`src/rtl/blt_pkg.sv`:
```
package blt_pkg;
  localparam logic [7:0] OFS_DST  = 8'h10;
  localparam logic [7:0] OFS_SRC  = 8'h14;
  localparam logic [7:0] OFS_MODE = 8'h18;
  localparam logic [7:0] OFS_ROP  = 8'h1a;
  localparam logic [7:0] OFS_MEXT = 8'h1b;
  localparam logic [7:0] OFS_KEYL = 8'h1c;
  localparam logic [7:0] OFS_KEYH = 8'h1d;
  localparam logic [7:0] OFS_CTL  = 8'h40;
  localparam int CTL_GO_BIT   = 1;
  localparam int CTL_AUTO_BIT = 7;
  localparam logic [7:0] HOST_SRC_MODE = 8'h04;
endpackage

```
`src/rtl/blt_regfile.sv`:
```
module blt_regfile
  import blt_pkg::*;
#(
  parameter int AW = 22
) (
  input  logic          clk,
  input  logic          rst_n,
  input  logic          rev_new,
  input  logic          wide_addr,
  input  logic          wr_en,
  input  logic [7:0]    wr_addr,
  input  logic [7:0]    wr_data,
  output logic [AW-1:0] dst_q,
  output logic [AW-1:0] dst_nxt,
  output logic [AW-1:0] src_q,
  output logic [7:0]    mode_q,
  output logic [7:0]    mext_q,
  output logic [7:0]    rop_q,
  output logic [15:0]   key_q,
  output logic [7:0]    ctl_q
);
  localparam int NB = (AW + 7) / 8;

  logic [NB-1:0] dst_lane, src_lane;
  logic          dst_we, src_we;
  logic [AW-1:0] src_nxt, lim;
  logic          mode_we, rop_we, mext_we, keyl_we, keyh_we, ctl_we;

  always_comb begin
    for (int b = 0; b < NB; b++) begin
      dst_lane[b] = wr_en && (wr_addr == 8'(OFS_DST + b));
      src_lane[b] = wr_en && (wr_addr == 8'(OFS_SRC + b));
    end
    dst_we = |dst_lane;
    src_we = |src_lane;
    lim    = wide_addr ? '1 : {1'b0, {(AW-1){1'b1}}};
    dst_nxt = dst_q;
    src_nxt = src_q;
    for (int i = 0; i < AW; i++) begin
      if (dst_lane[i/8]) dst_nxt[i] = wr_data[i%8];
      if (src_lane[i/8]) src_nxt[i] = wr_data[i%8];
    end
    dst_nxt = dst_nxt & lim;
    mode_we = wr_en && (wr_addr == OFS_MODE);
    rop_we  = wr_en && (wr_addr == OFS_ROP);
    mext_we = wr_en && (wr_addr == OFS_MEXT) && rev_new;
    keyl_we = wr_en && (wr_addr == OFS_KEYL) && !rev_new;
    keyh_we = wr_en && (wr_addr == OFS_KEYH);
    ctl_we  = wr_en && (wr_addr == OFS_CTL);
  end

  always_ff @(posedge clk or negedge rst_n) begin
    if (!rst_n) begin
      dst_q  <= '0;
      src_q  <= '0;
      mode_q <= '0;
      mext_q <= '0;
      rop_q  <= '0;
      key_q  <= '0;
      ctl_q  <= '0;
    end else begin
      if (dst_we)  dst_q        <= dst_nxt;
      if (src_we)  src_q        <= src_nxt;
      if (mode_we) mode_q       <= wr_data;
      if (mext_we) mext_q       <= wr_data;
      if (rop_we)  rop_q        <= wr_data;
      if (keyl_we) key_q[7:0]   <= wr_data;
      if (keyh_we) key_q[15:8]  <= wr_data;
      if (ctl_we)  ctl_q        <= wr_data;
    end
  end
endmodule

```
`src/rtl/blt_launch.sv`:
```
module blt_launch
  import blt_pkg::*;
#(
  parameter int AW = 22
) (
  input  logic          clk,
  input  logic          rst_n,
  input  logic          rev_new,
  input  logic          wr_en,
  input  logic [7:0]    wr_addr,
  input  logic [7:0]    wr_data,
  input  logic [7:0]    ctl_q,
  input  logic [7:0]    mode_q,
  input  logic [AW-1:0] dst_nxt,
  input  logic [AW-1:0] src_q,
  input  logic          eng_done,
  output logic          busy_q,
  output logic          pulse_q,
  output logic          arm_q,
  output logic          clr_q,
  output logic [AW-1:0] dst_snap_q,
  output logic [AW-1:0] src_snap_q
);
  localparam int NB = (AW + 7) / 8;
  localparam logic [7:0] OFS_DST_TOP = 8'(OFS_DST + NB - 1);

  logic req, go, host, busy_d, arm_d, pulse_d, clr_d;

  always_comb begin
    req = wr_en && (((wr_addr == OFS_CTL) && wr_data[CTL_GO_BIT]) ||
                    (rev_new && ctl_q[CTL_AUTO_BIT] && (wr_addr == OFS_DST_TOP)));
    go      = req && !busy_q;
    host    = (mode_q == HOST_SRC_MODE);
    pulse_d = go && !host;
    clr_d   = go && host;
    busy_d  = busy_q;
    arm_d   = arm_q;
    if (go) begin
      busy_d = 1'b1;
      arm_d  = host;
    end else if (eng_done) begin
      busy_d = 1'b0;
      arm_d  = 1'b0;
    end
  end

  always_ff @(posedge clk or negedge rst_n) begin
    if (!rst_n) begin
      busy_q     <= 1'b0;
      arm_q      <= 1'b0;
      pulse_q    <= 1'b0;
      clr_q      <= 1'b0;
      dst_snap_q <= '0;
      src_snap_q <= '0;
    end else begin
      busy_q  <= busy_d;
      arm_q   <= arm_d;
      pulse_q <= pulse_d;
      clr_q   <= clr_d;
      if (clr_d) begin
        dst_snap_q <= dst_nxt;
        src_snap_q <= src_q;
      end
    end
  end
endmodule

```
`src/rtl/blt_ctl_top.sv`:
```
module blt_ctl_top
  import blt_pkg::*;
#(
  parameter int AW = 22
) (
  input  logic          clk,
  input  logic          rst_n,
  input  logic          rev_new,
  input  logic          wide_addr,
  input  logic          wr_en,
  input  logic [7:0]    wr_addr,
  input  logic [7:0]    wr_data,
  input  logic          eng_done,
  output logic [AW-1:0] dst_addr,
  output logic [AW-1:0] src_addr,
  output logic [7:0]    mode,
  output logic [7:0]    mode_ext,
  output logic [7:0]    rop,
  output logic [15:0]   key_col,
  output logic [7:0]    ctl,
  output logic          busy,
  output logic          start_pulse,
  output logic          host_arm,
  output logic          cnt_clr,
  output logic [AW-1:0] dst_snap,
  output logic [AW-1:0] src_snap
);
  logic [1:0]    rst_sync;
  logic          rst_int_n;
  logic [AW-1:0] dst_nxt;

  always_ff @(posedge clk or negedge rst_n) begin
    if (!rst_n) rst_sync <= 2'b00;
    else        rst_sync <= {rst_sync[0], 1'b1};
  end
  assign rst_int_n = rst_sync[1];

  blt_regfile #(.AW(AW)) u_regs (
    .clk(clk), .rst_n(rst_int_n), .rev_new(rev_new), .wide_addr(wide_addr),
    .wr_en(wr_en), .wr_addr(wr_addr), .wr_data(wr_data),
    .dst_q(dst_addr), .dst_nxt(dst_nxt), .src_q(src_addr), .mode_q(mode),
    .mext_q(mode_ext), .rop_q(rop), .key_q(key_col), .ctl_q(ctl)
  );

  blt_launch #(.AW(AW)) u_launch (
    .clk(clk), .rst_n(rst_int_n), .rev_new(rev_new),
    .wr_en(wr_en), .wr_addr(wr_addr), .wr_data(wr_data),
    .ctl_q(ctl), .mode_q(mode), .dst_nxt(dst_nxt), .src_q(src_addr),
    .eng_done(eng_done), .busy_q(busy), .pulse_q(start_pulse),
    .arm_q(host_arm), .clr_q(cnt_clr), .dst_snap_q(dst_snap), .src_snap_q(src_snap)
  );
endmodule

```
`config.mk`:
```
export PLATFORM = sky130hd
export DESIGN_NAME = blt_ctl_top
export DESIGN_NICKNAME = d
export VERILOG_FILES = /design/src/rtl/blt_pkg.sv /design/src/rtl/blt_regfile.sv /design/src/rtl/blt_launch.sv /design/src/rtl/blt_ctl_top.sv
export SDC_FILE = /design/constraint.sdc
export NUM_CORES = 1
export LEC_CHECK = 0
export BUFFER_PORTS_ARGS = -buffer_cell sky130_fd_sc_hd__buf_2
export CORE_MARGIN = 5
export CORE_UTILIZATION = 51
export DETAILED_ROUTE_END_ITERATION = 12
export MAX_ROUTING_LAYER = met4
export PLACE_DENSITY_LB_ADDON = 0.3
export SYNTH_ARGS = -nofsm -noshare
export SYNTH_HDL_FRONTEND = slang
export SYNTH_SLANG_ARGS = --single-unit
```
`constraint.sdc`:
```
create_clock -name clk -period 4.9 [get_ports clk]
set_clock_uncertainty 0.1 [all_clocks]
set_input_delay 0.98 -clock clk [delete_from_list [all_inputs] [get_ports clk]]
set_output_delay 0.98 -clock clk [all_outputs]
set_load 0.1 [all_outputs]
```
==> results of run 1 <==
[kinds of logic (layout without fill, tap and decap cells)]
| group | Yosys count | after routing | share of synthesized area |
|---|---|---|---|
| and+or+nand+nor | 39 | 39 | 0.0577 |
| buffers and inverters | 17 | 195 | 0.0168 |
| muxes | 138 | 138 | 0.278 |
| other | 1 | 1 | 0.000673 |
| AOI/OAI and AO/OA | 5 | 5 | 0.00853 |
| DFF | 142 | 142 | 0.638 |
[how the worst max path moves through the flow]
stage	start	end	slack (ns)	cells past startpoint
6_report	wr_addr[3]	u_launch.dst_snap_q[9]	2.08	6
5_1_grt	wr_addr[6]	u_launch.src_snap_q[1]	1.99	6
4_1_cts	wr_addr[6]	u_launch.dst_snap_q[9]	2.11	6
3_5_place_dp	wr_addr[6]	u_launch.dst_snap_q[15]	1.56	6
3_3_place_gp	wr_addr[6]	u_launch.dst_snap_q[11]	1.64	6
2_1_floorplan	rst_sync[1]	u_launch.arm_q	0.55	0
[registers in the layout, indices dropped and copies added (netlist names), 2 cells and up]
| signal | flops |
|---|---|
| u_regs.mode_q | 8 |
| u_regs.dst_q | 22 |
| u_regs.ctl_q | 8 |
| u_regs.key_q | 16 |
| u_launch.src_snap_q | 22 |
| u_launch.dst_snap_q | 22 |
| u_regs.mext_q | 8 |
| u_regs.rop_q | 8 |
| u_regs.src_q | 22 |
| rst_sync | 2 |
[power by group]
part / leakage, nW / total [mW] / internal, mW / switching (mW)
clock: 0.288 / 1.28 / 0.826 / 0.454
combinational: 1.71 / 0.373 / 0.0589 / 0.314
sequential: 1.96 / 1.24 / 1.21 / 0.0346
[metal layers]
metal	track usage	share of wire	vias up
met4	0.0570	0.010	0
met5	-	0	-
met3	0.0671	0.080	16
met1	0.304	0.45	1791
met2	0.321	0.46	138
li1	-	-	1564
[worst max-delay path, delay by kind of cell]
| kind | cells | cell delay, ns |
|---|---|---|
| compound gates | 1 | 0.43 |
| simple gates | 2 | 0.66 |
| mux | 1 | 0.40 |
| buf+inv | 2 | 0.62 |
[cell usage after synthesis, drive strengths merged (2+ instances only)]
cell type	instances	area (um^2)
nand4b	2	17.5
nor2	4	17.5
nor3b	3	43.8
mux2i	2	20.0
nand3	4	30.0
buf	10	67.6
nor4b	3	41.3
mux2	136	1530
dfrtp	142	3550
and4b	2	20.0
a21oi	2	21.3
nand2	8	30.0
nand4	2	12.5
nor2b	4	25.0
nor4	3	48.8
clkbuf	6	22.5
[metrics by stage]
step / instance area (um^2) / power [mW]
after CTS: 7070 / 2.92
final: 7070 / 2.89
after global placement: 6480 / 1.63
after global routing: 7070 / 2.99
after detailed placement: 6480 / 1.64
after floorplan: 5570 / 1.56
[layout by cell type, fill, tap and decap left out, types with 3 or more instances in the layout]
master	n
bufinv_16	3
nor2_1	3
nand2_1	8
dfrtp_1	141
buf_2	161
clkbuf_1	4
clkbuf_8	5
mux2_2	134
clkbuf_16	16
nor2b_1	4
[area by class of cell]
type / instances / area share
flip-flops and latches: 142 / 0.503
multi-input cells: 183 / 0.272
repair buffers: 163 / 0.116
clock buffers: 25 / 0.0685
well taps: 140 / 0.0248
clock inverters: 6 / 0.0152
inverters: 1 / 0.000531
==> impl_metrics.yaml, run 1 <==
synth:
  syn_avg_cell_area_um2: 16.3
  yosys_warnings: 0
  ys_async_sr_fraction: 1.00
  syn_area_um2: 5570
  syn_inst: 342
  synth-edff-count: 0
  ys_ff_latch: 142
  synth_nets: 364
  synth-main-ff-cell: "dfrtp_1"
  ys_types: 35
  synth-seq-area-share: 0.638
clock_tree:
  cts_resized: 0
  clk_pin_slew_ns: 0.06
  cts_buffers: 17
  postCtsSetupRepairBufs: 0
  clk_latency_ns: 0.52
  cts_sinks: 142
  cts_max_level: 4
  cts_tree: "built"
  cts_buffer_depth: 2
  clockRootBuffer: "clkbuf_8"
  cts_hold_buffers: 0
worst_setup_path:
  timing.rr.start: "u_regs.mode_q[1]"
  crit_path_max_incr_delay_ns: 0.48
  path_class: "in2reg"
  cp_slowest_cell: "buf_4"
  crit_fanout: 33
  worst-r2r-cell-count: 5
  r2r-end: "u_launch.dst_snap_q[9]"
  r2r_setup_slack_ns: 2.34
  crit_required_ns: 5.20
  path_cells: "buf_2 > nor4b_4 > nand4b_1 > a21oi_4 > buf_4 > mux2_2"
  endpoint_kind: "flip-flop"
  cp.arrival_ns: 3.12
  startpoint_type: "input pin"
cells_and_area:
  layout.nets: 530
  syn_to_final_growth_pct: 26.9
  drive_above_1_share: 0.650
  diodes: 0
  post-route-util: 0.655
  final-seq-area_um2: 3560
  final_cell_count_no_fill: 660
  fill_cells: 807
  multi_input_area_um2: 1920
floorplan:
  start_util: 0.516
  ioPinCount: 162
  core_region_area_um2: 10800
  die_area_um2: 13100
  placement_rows: 38
  die_h_um: 115
  fp.dieW_um: 115
pwr:
  max-vdd-ir-drop_mv: 0.188
  p_leak_nw: 3.96
  power.density_nw_per_um2: 409
routing:
  vias_per_cell: 5.32
  finalWirelength_um: 13300
  first_iter_violations: 150
  first_pass_iters: 4
  num_vias: 3509
  final_antenna_net_count: 0
  drt_drc_violations_left: 0
  wl_per_cell_um: 20.2
hold_path:
  hp-class: "in2async"
flow_run:
  cap_violations: 0
placed_design:
  io_buffers: 161
  dp_slack_ns: 1.56
  place_inst: 629
  place.gp.congestion: 0.873
  place_hpwl_um: 9220
timing:
  holdWs_ns: 0.137
  finalSetupViolCount: 0
  grt_setup_unrepaired: "no"
  tightest_slew_ns: 1.09
  finalCritPeriodShare: 0.576
  slew_headroom: 0.271
  fmax_mhz: 354
  hold_viol_final: 0
  layout_min_cycle_time_ns: 2.82
  worst_slack_ns: 2.08
  setup_tns_ns: 0
  maxSlewViolCount: 0
status:
  outcome: "finished clean"
global_routing:
  grt_pass1_vias: 3750
  grt.total_usage: 0.220
  grt_pass1_wl_um: 21200
  antenna_found_initial: 0
  grt_max_degree: 89
  gr-total-overflow: 0
Power figures use the tool's default switching activity.
==> inputs of run 2 (changes only) <==
CORE_UTILIZATION = 46   (was 51)
clock period = 2.3 ns   (was 4.9 ns; I/O delays follow)
==> impl_metrics.yaml, run 2 (same netlist as run 1, synthesis figures left out) <==
worst_setup_path:
  r2r-end: "u_launch.dst_snap_q[13]"
  path_class: "reg2reg"
  cp-startpoint: "u_regs.mode_q[1]"
  cp.arrival_ns: 2.27
  crit_fanout: 36
  endpoint_kind: "flip-flop"
  timing.rr.start: "u_regs.mode_q[1]"
  startpoint_type: "flip-flop"
  worst-r2r-cell-count: 5
  crit_required_ns: 2.50
  r2r_setup_slack_ns: 0.23
clock_tree:
  cts_sinks: 142
  cts_buffer_depth: 2
  clk_pin_slew_ns: 0.06
  clockRootBuffer: "clkbuf_16"
  cts_resized: 0
  cts_tree: "built"
  postCtsSetupRepairBufs: 0
  clk_latency_ns: 0.42
  cts_buffers: 17
  cts_max_level: 4
cells_and_area:
  drive_above_1_share: 0.678
  fill_cells: 933
  fin_area_um2: 7310
  syn_to_final_growth_pct: 31.2
  layout.nets: 547
  final_common_cell: "buf_2"
  final_cell_mix: "buf_2 (161), mux2_2 (134), dfrtp_1 (133), clkbuf_16 (17), buf_4 (12)"
pwr:
  max-vdd-ir-drop_mv: 0.601
  p_int_mw: 4.46
  switching_power_mw: 1.76
  switching_share: 0.283
  p_leak_nw: 4.06
  power.density_nw_per_um2: 852
  p_clk_frac: 0.445
  sequentialPowerShare: 0.422
  p_comb_frac: 0.133
routing:
  drt_drc_violations_left: 0
  vias_per_cell: 5.19
  wl_per_cell_um: 19.8
  finalWirelength_um: 13600
  final_antenna_net_count: 0
  first_iter_violations: 169
  num_vias: 3562
  first_pass_iters: 5
placed_design:
  dp_slack_ns: -0.0136
  io_buffers: 161
  place.gp.congestion: 0.830
  placed_area_um2: 6700
  place_hpwl_um: 9560
floorplan:
  placement_rows: 40
  die_area_um2: 14400
  ioPinCount: 162
  fp.dieW_um: 120
  core_region_area_um2: 12000
  die_h_um: 120
  start_util: 0.466
timing:
  tightest_slew_ns: 0.512
  slew_headroom: 0.661
  maxSlewViolCount: 0
  hold_viol_final: 0
  finalSetupViolCount: 0
  fmax_mhz: 483
  grt_setup_unrepaired: "no"
  layout_min_cycle_time_ns: 2.07
  worst_slack_ns: 0.229
  holdWs_ns: 0.129
  finalCritPeriodShare: 0.900
global_routing:
  gr-total-overflow: 0
  grt.total_usage: 0.202
  grt_pass1_wl_um: 21400
  grt_max_degree: 77
  grt_pass1_vias: 3876
  antenna_found_initial: 1
status:
  outcome: "finished clean"
hold_path:
  holdPathStages: 2
  hold-path-endpoint: "u_launch.busy_q"
  hp-class: "in2reg"
  worstHoldStart: "eng_done"
flow_run:
  cap_violations: 0
==> run 2: changes by cell type in the layout (fill, tap and decap cells not counted), moves of 2 or more <==
cell,delta
buf_4,+10
dfrtp_1,-8
dfrtp_2,+8
buf_12,+6
clkbuf_8,-3
clkbuf_1,-2
clkinv_2,+2
clkinvlp_4,+2
==> run 2: metrics by stage <==
step           cells   util  total power [mW]  TNS, ns
5_1_grt          686  0.611              6.44        0
6_report         686  0.611              6.22        0
2_1_floorplan    342      -              3.32        0
3_3_place_gp     652  0.560              3.49        0
4_1_cts          685  0.611              6.28        0
3_5_place_dp     652  0.560              3.51  -0.0378
==> run 2: worst max-delay path by stage <==
stage / end
final: u_launch.dst_snap_q[13]
after detailed placement: u_launch.dst_snap_q[18]
after global routing: u_launch.dst_snap_q[13]
after CTS: u_launch.dst_snap_q[13]
after floorplan: u_launch.src_snap_q[0]
after global placement: u_regs.mode_q[5]
==> run 2: area by class of cell <==
type / instances / area, um^2 / area share
inverters: 1 / 3.75 / 0.000514
well taps: 147 / 184 / 0.0252
clock inverters: 11 / 141 / 0.0193
clock buffers: 21 / 460 / 0.0630
diodes: 1 / 2.50 / 0.000342
flip-flops and latches: 142 / 3570 / 0.488
repair buffers: 180 / 1030 / 0.140
multi-input cells: 183 / 1920 / 0.263
==> run 2: power by group through the flow <==
stage	clock network, mW	logic [mW]	registers, mW
final	2.77	0.830	2.63
after global routing	2.94	0.861	2.63
after CTS	2.81	0.838	2.63
after detailed placement	0	0.835	2.67
after global placement	0	0.826	2.66
after floorplan	0	0.110	3.21
==> run 2: per-layer routing <==
| metal | vias to the layer above | track usage | wire (um) |
|---|---|---|---|
| met1 | 1827 | 0.250 | 5740 |
| met3 | 21 | 0.0759 | 1040 |
| li1 | 1600 | - | - |
| met4 | 0 | 0.0644 | 241 |
| met2 | 114 | 0.311 | 6560 |
| met5 | - | - | 0 |
==> run 2: worst max-delay path, cell delays in order, from the launching register on <==
cell     delay, ns
dfrtp_2       0.40
nor4b_1       0.45
nand2_1       0.19
a21oi_4       0.18
buf_12        0.24
mux2_2        0.36
==> run 2: what timing repair did <==
action	in CTS	in global routing
hold buffers	1	0
endpoints found under the hold margin	2	0
endpoints found under the setup margin	0	0
